## config.mk

```make
export PLATFORM = sky130hd
export DESIGN_NAME = irq_pin_dispatcher
export DESIGN_NICKNAME = d
export VERILOG_FILES = /design/src/rtl/irqd_pkg.sv /design/src/rtl/irqd_pending.sv /design/src/rtl/irqd_scan.sv /design/src/rtl/irqd_msg_reg.sv /design/src/rtl/irq_pin_dispatcher.sv
export SDC_FILE = /design/constraint.sdc
export NUM_CORES = 1
export LEC_CHECK = 0
export BUFFER_PORTS_ARGS = -buffer_cell sky130_fd_sc_hd__clkbuf_2
export CAP_MARGIN = 20
export CORE_AREA = 2 2 622 624
export CTS_CLUSTER_DIAMETER = 40
export DETAILED_ROUTE_END_ITERATION = 12
export DIE_AREA = 0 0 624 626
export GPL_TIMING_DRIVEN = 0
export PLACE_DENSITY_LB_ADDON = 0.3
export SLEW_MARGIN = 10
export SYNTH_ARGS = -nofsm -noshare
export SYNTH_HDL_FRONTEND = slang
export SYNTH_HIERARCHICAL = 1
export SYNTH_SLANG_ARGS = --single-unit
```

## constraint.sdc

```tcl
create_clock -name clk -period 9.35 [get_ports clk]
set_input_delay 0.935 -clock clk [delete_from_list [all_inputs] [get_ports clk]]
set_output_delay 0.935 -clock clk [all_outputs]
set_load 0.02 [all_outputs]
```

## src/rtl/irqd_pkg.sv

```systemverilog
package irqd_pkg;

    localparam int ENTRY_W = 64;
    localparam int DEST_W  = 8;
    localparam int VEC_W   = 8;
    localparam int KIND_W  = 3;

    localparam logic [KIND_W-1:0] KIND_EXTERNAL = 3'b111;
    localparam logic [VEC_W-1:0]  EXT_VECTOR    = 8'hFF;

    // Redirection entry, most significant field first
    typedef struct packed {
        logic [DEST_W-1:0] dest_id;      // 63:56
        logic [38:0]       resv;         // 55:17
        logic              masked;       // 16
        logic              level_trig;   // 15
        logic              remote_flag;  // 14
        logic              active_low;   // 13
        logic              busy;         // 12
        logic              logical_dst;  // 11
        logic [KIND_W-1:0] dlv_kind;     // 10:8
        logic [VEC_W-1:0]  vec;          // 7:0
    } redir_entry_t;

    typedef struct packed {
        logic [DEST_W-1:0] dest;
        logic              logical_dst;
        logic [KIND_W-1:0] dlv_kind;
        logic [VEC_W-1:0]  vector;
        logic              active_low;
        logic              level_trig;
    } irq_msg_t;

    function automatic irq_msg_t build_msg(input redir_entry_t e);
        irq_msg_t m;
        m.dest        = e.dest_id;
        m.logical_dst = e.logical_dst;
        m.dlv_kind    = e.dlv_kind;
        m.vector      = (e.dlv_kind == KIND_EXTERNAL) ? EXT_VECTOR : e.vec;
        m.active_low  = e.active_low;
        m.level_trig  = e.level_trig;
        return m;
    endfunction

endpackage

```

## src/rtl/irqd_pending.sv

```systemverilog
module irqd_pending #(
    parameter int N = 24,
    localparam int PIN_W = (N > 1) ? $clog2(N) : 1
) (
    input  logic             clk,
    input  logic             rst,
    input  logic [N-1:0]     pin_in,
    input  logic [N-1:0]     level_vec,
    input  logic             clr_en,
    input  logic [PIN_W-1:0] clr_idx,
    output logic [N-1:0]     pending,
    output logic             any_rise
);

    logic [N-1:0] pin_q;
    logic [N-1:0] rise;
    logic [N-1:0] pend_nxt;

    assign rise     = pin_in & ~pin_q;
    assign any_rise = |rise;

    always_comb begin
        for (int i = 0; i < N; i++) begin
            if (level_vec[i]) begin
                pend_nxt[i] = pin_in[i];
            end else begin
                pend_nxt[i] = rise[i] |
                              (pending[i] & ~(clr_en && (clr_idx == PIN_W'(i))));
            end
        end
    end

    always_ff @(posedge clk) begin
        if (rst) begin
            pin_q   <= '0;
            pending <= '0;
        end else begin
            pin_q   <= pin_in;
            pending <= pend_nxt;
        end
    end

endmodule

```

## src/rtl/irqd_scan.sv

```systemverilog
module irqd_scan #(
    parameter int N = 24,
    localparam int PIN_W = (N > 1) ? $clog2(N) : 1,
    localparam int PTR_W = PIN_W + 1
) (
    input  logic             clk,
    input  logic             rst,
    input  logic             trigger,
    input  logic             step_en,
    input  logic [N-1:0]     eligible,
    output logic             pick_valid,
    output logic [PIN_W-1:0] pick_idx
);

    logic             active;
    logic             restart;
    logic [PTR_W-1:0] ptr;
    logic [N-1:0]     window;
    logic             found;
    logic             pass_done;

    always_comb begin
        for (int i = 0; i < N; i++) begin
            window[i] = eligible[i] && (PTR_W'(i) >= ptr);
        end
    end

    // Lowest eligible index at or above the pointer
    always_comb begin
        pick_idx = '0;
        for (int i = N - 1; i >= 0; i--) begin
            if (window[i]) begin
                pick_idx = PIN_W'(i);
            end
        end
    end

    assign found      = |window;
    assign pick_valid = active && step_en && found;
    assign pass_done  = active && step_en && !found;

    always_ff @(posedge clk) begin
        if (rst) begin
            active  <= 1'b0;
            restart <= 1'b0;
            ptr     <= '0;
        end else if (!active) begin
            if (trigger) begin
                active <= 1'b1;
                ptr    <= '0;
            end
        end else if (pass_done) begin
            if (trigger || restart) begin
                ptr     <= '0;
                restart <= 1'b0;
            end else begin
                active  <= 1'b0;
            end
        end else begin
            if (pick_valid) begin
                ptr <= PTR_W'(pick_idx) + PTR_W'(1);
            end
            if (trigger) begin
                restart <= 1'b1;
            end
        end
    end

endmodule

```

## src/rtl/irqd_msg_reg.sv

```systemverilog
module irqd_msg_reg
    import irqd_pkg::*;
#(
    parameter int N = 24,
    localparam int PIN_W = (N > 1) ? $clog2(N) : 1
) (
    input  logic             clk,
    input  logic             rst,
    input  logic             load,
    input  logic [PIN_W-1:0] load_idx,
    input  irq_msg_t         load_msg,
    input  logic             ready,
    output logic             valid,
    output irq_msg_t         msg,
    output logic [PIN_W-1:0] pin
);

    always_ff @(posedge clk) begin
        if (rst) begin
            valid <= 1'b0;
            msg   <= '0;
            pin   <= '0;
        end else if (load) begin
            valid <= 1'b1;
            msg   <= load_msg;
            pin   <= load_idx;
        end else if (valid && ready) begin
            valid <= 1'b0;
        end
    end

endmodule

```

## src/rtl/irq_pin_dispatcher.sv

```systemverilog
module irq_pin_dispatcher
    import irqd_pkg::*;
#(
    parameter int NUM_PINS = 24,
    localparam int PIN_W = (NUM_PINS > 1) ? $clog2(NUM_PINS) : 1
) (
    input  logic                         clk,
    input  logic                         rst,
    input  logic [NUM_PINS-1:0]          pin_in,
    input  logic [NUM_PINS*ENTRY_W-1:0]  tbl_flat,
    input  logic                         tbl_wr,
    input  logic                         msg_ready,
    output logic                         msg_valid,
    output logic [DEST_W-1:0]            msg_dest,
    output logic                         msg_logical,
    output logic [KIND_W-1:0]            msg_kind,
    output logic [VEC_W-1:0]             msg_vector,
    output logic                         msg_active_low,
    output logic                         msg_level,
    output logic [PIN_W-1:0]             msg_pin
);

    redir_entry_t        entries [NUM_PINS];
    logic [NUM_PINS-1:0] mask_vec;
    logic [NUM_PINS-1:0] level_vec;
    logic [NUM_PINS-1:0] pending_w;
    logic                any_rise;
    logic                trigger;
    logic                step_en;
    logic                deliver;
    logic                pick_valid;
    logic [PIN_W-1:0]    pick_idx;
    irq_msg_t            pick_msg;
    irq_msg_t            out_msg;

    for (genvar g = 0; g < NUM_PINS; g++) begin : g_unpack
        assign entries[g]   = redir_entry_t'(tbl_flat[g*ENTRY_W +: ENTRY_W]);
        assign mask_vec[g]  = entries[g].masked;
        assign level_vec[g] = entries[g].level_trig;
    end

    assign trigger  = any_rise | tbl_wr;
    assign step_en  = !(msg_valid && !msg_ready);
    assign deliver  = msg_valid && msg_ready;
    assign pick_msg = build_msg(entries[pick_idx]);

    irqd_pending #(.N(NUM_PINS)) pend_i (
        .clk       (clk),
        .rst       (rst),
        .pin_in    (pin_in),
        .level_vec (level_vec),
        .clr_en    (deliver),
        .clr_idx   (msg_pin),
        .pending   (pending_w),
        .any_rise  (any_rise)
    );

    irqd_scan #(.N(NUM_PINS)) scan_i (
        .clk        (clk),
        .rst        (rst),
        .trigger    (trigger),
        .step_en    (step_en),
        .eligible   (pending_w & ~mask_vec),
        .pick_valid (pick_valid),
        .pick_idx   (pick_idx)
    );

    irqd_msg_reg #(.N(NUM_PINS)) out_i (
        .clk      (clk),
        .rst      (rst),
        .load     (pick_valid),
        .load_idx (pick_idx),
        .load_msg (pick_msg),
        .ready    (msg_ready),
        .valid    (msg_valid),
        .msg      (out_msg),
        .pin      (msg_pin)
    );

    assign msg_dest       = out_msg.dest;
    assign msg_logical    = out_msg.logical_dst;
    assign msg_kind       = out_msg.dlv_kind;
    assign msg_vector     = out_msg.vector;
    assign msg_active_low = out_msg.active_low;
    assign msg_level      = out_msg.level_trig;

endmodule

```

==> metrics <==
sequential fraction of the synthesis area=0.193; mean routed wirelength per cell=20.4 microns; vias in the first global route=10900; Final Critical Period=6.56 ns; Setup WS pre-CTS=2.36 ns; post-CTS sizing=0; Starting Density=0.0227; synthesized area=8720 sq um; share of post-route cells with drive strength above 1=0.567; Worst Path Max Fanout=10; Rows=228; htree depth=3; Finished Cell Area=18600 sq um; Clock power frac=0.127; cts hold-fix bufs=0; first-pass GRT wire length=155000 microns; I/O Pins=1592; max-cap violations=0; largest net degree at the start of global routing=15; CP required=9.61 ns; Async SR Flop Fraction=0; Net Switching=1760 uW; Leak Pwr=0.00607 uW; IO Port Bufs=607; Net Count, Synth=2419; WHS=0.482 ns; register-to-register setup slack=2.87 ns; Die Y=626 microns; slew margin rel.=0.249; #FFs+latches synth=84; RSZ-0062 raised after global routing=false; TNS Setup=0 ns; dpl cell area=18200 sq um; initial DRC count=974; first drt pass iteration count=5; Clock Tree Buf Depth=2; CTS Buf Count=9; Final HPWL DP=125000 microns; TritonCTS clock tree=built; fin nets=3042; Seq pwr share=0.139; Synth cell types=68; setup bufs post-CTS=0; Tcrit/Tclk final=0.701; Total GRT Usage=0.0660; fmax=153 MHz; Fillers=45400; Clock Latency Late Sink=0.39 ns; crit path DAT=6.82 ns; number of antenna violations at the first check in global routing=175; P_int=1500 uW; Syn. warnings=6; Startpoint Class=primary input; Fin. Hold Viols=0; Syn Area/Cell=10.2 sq um; Final setup viols=0; Worst Skew=0.0188 ns; DRC=0; ys flop type=dfxtp_1; Register Area=1680 sq um; CTS sink cnt=84; Comb power frac=0.734; switching share of power=0.539; Multi-input gate area=6380 sq um; crit end category=flop; commonest non-fill, non-tap cells in the layout=clkbuf_2 (613), mux4_2 (138), dfxtp_1 (84), mux2i_1 (79), nor2_1 (75); Die X=624 microns; Routed Antenna Nets=0; Area Overhead vs Synth=113%; final wirelength=134000 microns; Final GP Congestion=0.854; Least-Margin Pin Slew=1.10 ns; worst vdd ir=0.0726 mV; run status=finished, final reports clean; Power Density=176 nW/um^2; clk slew on worst S/H paths=0.07 ns; Syn Inst Count=854; final worst setup slack=2.79 ns; Worst Hold Class=reg -> reg; Core Util, Final=0.0483; total congestion overflow=0; clock root buffer=clkbuf_16; most common cell after layout, fill and taps aside=clkbuf_2; Post-synth EDFFs=0; Slew Viols, Final=0; Die ar.=391000 sq um; Core Box Area=384000 sq um; vias post-DR=11200; Via density=1.71; critical path class=in -> reg
cells by family after synthesis:
kind of cell,share of synthesized area
compound gates,0.136
xor+xnor,0.00201
fa+ha+maj,0.00258
buf+inv,0.0756
flops,0.193
mux,0.447
simple gates,0.144
layout make-up:
type,count,area share
antenna,21,0.00283
timing repair buffer,612,0.169
inverter,64,0.0129
clock inverter,5,0.00458
buffer,65,0.0230
multi-input combinational,641,0.344
clock buffer,11,0.0125
tap,5060,0.341
sequential,84,0.0906
Yosys cell counts (10+ instances only):
cell type  count  area share
mux4_2       138        0.36
dfxtp_1       84        0.19
mux2i_1       79       0.091
nor2_1        76       0.033
inv_1         63       0.027
a21oi_1       48       0.028
o21ai_0       42       0.024
nand2_1       40       0.017
nor2b_1       40       0.029
buf_2         30       0.017
nand3b_1      18       0.015
nand3_1       17      0.0098
o21ai_1       15      0.0086
clkbuf_1      13      0.0056
o22ai_1       13      0.0093
buf_4         10      0.0086
o31ai_1       10      0.0086
power groups by stage:
stage / Sequential, uW / Clock [uW] / Combinational (uW)
after floorplan: 485 / 0 / 1140
after global placement: 463 / 0 / 2460
after detailed placement: 463 / 0 / 2490
after CTS: 455 / 430 / 2490
after global routing: 460 / 433 / 2520
final: 455 / 415 / 2390
layer usage:
layer | wire, microns | share of wire | global-route usage | up-vias
met2 | 70000 | 0.52 | 0.124 | 793
met1 | 44900 | 0.34 | 0.0661 | 5475
li1 | - | - | - | 4588
met4 | 3740 | 0.028 | 0.0163 | 74
met5 | 454 | 0.0034 | 0 | -
met3 | 14800 | 0.11 | 0.0289 | 312
metrics by stage:
step | instances | power [uW]
3_5_place_dp | 6526 | 2950
4_1_cts | 6542 | 3380
3_3_place_gp | 6521 | 2920
5_1_grt | 6551 | 3420
6_report | 6563 | 3260
2_1_floorplan | 854 | 1630
critical path, stage by stage:
cell and delay, ns:
clkbuf_2 0.08, nor2b_1 0.25, nor2b_1 0.20, nand3_1 0.12, a31oi_1 0.23, nor4b_2 0.28
nor3_1 0.13, a21oi_2 0.72, buf_2 0.54, clkbuf_1 0.66, buf_2 0.81, mux2i_1 0.98
o21ai_0 0.29, buf_4 0.24, mux2i_1 0.13, nor2_1 0.05
flip-flops by register name, summed over array words and instances, names as in the netlist:
register and count:
pend_i/pending 24, pend_i/pin_q 24, out_i/msg 22, scan_i/ptr 6, out_i/pin 5, out_i/valid 1, scan_i/active 1, scan_i/restart 1
final timing paths:
check	startpoint	end	depth (start not counted)
setup / recovery	tbl_flat[1360]	out_i/msg[13]	16
hold / removal	pend_i/pending[20]	pend_i/pending[20]	2
setup reg to reg	scan_i/ptr[1]	out_i/msg[13]	15
hold reg to reg	pend_i/pending[20]	pend_i/pending[20]	2
Note: power is estimated with default switching activity, not from simulation.
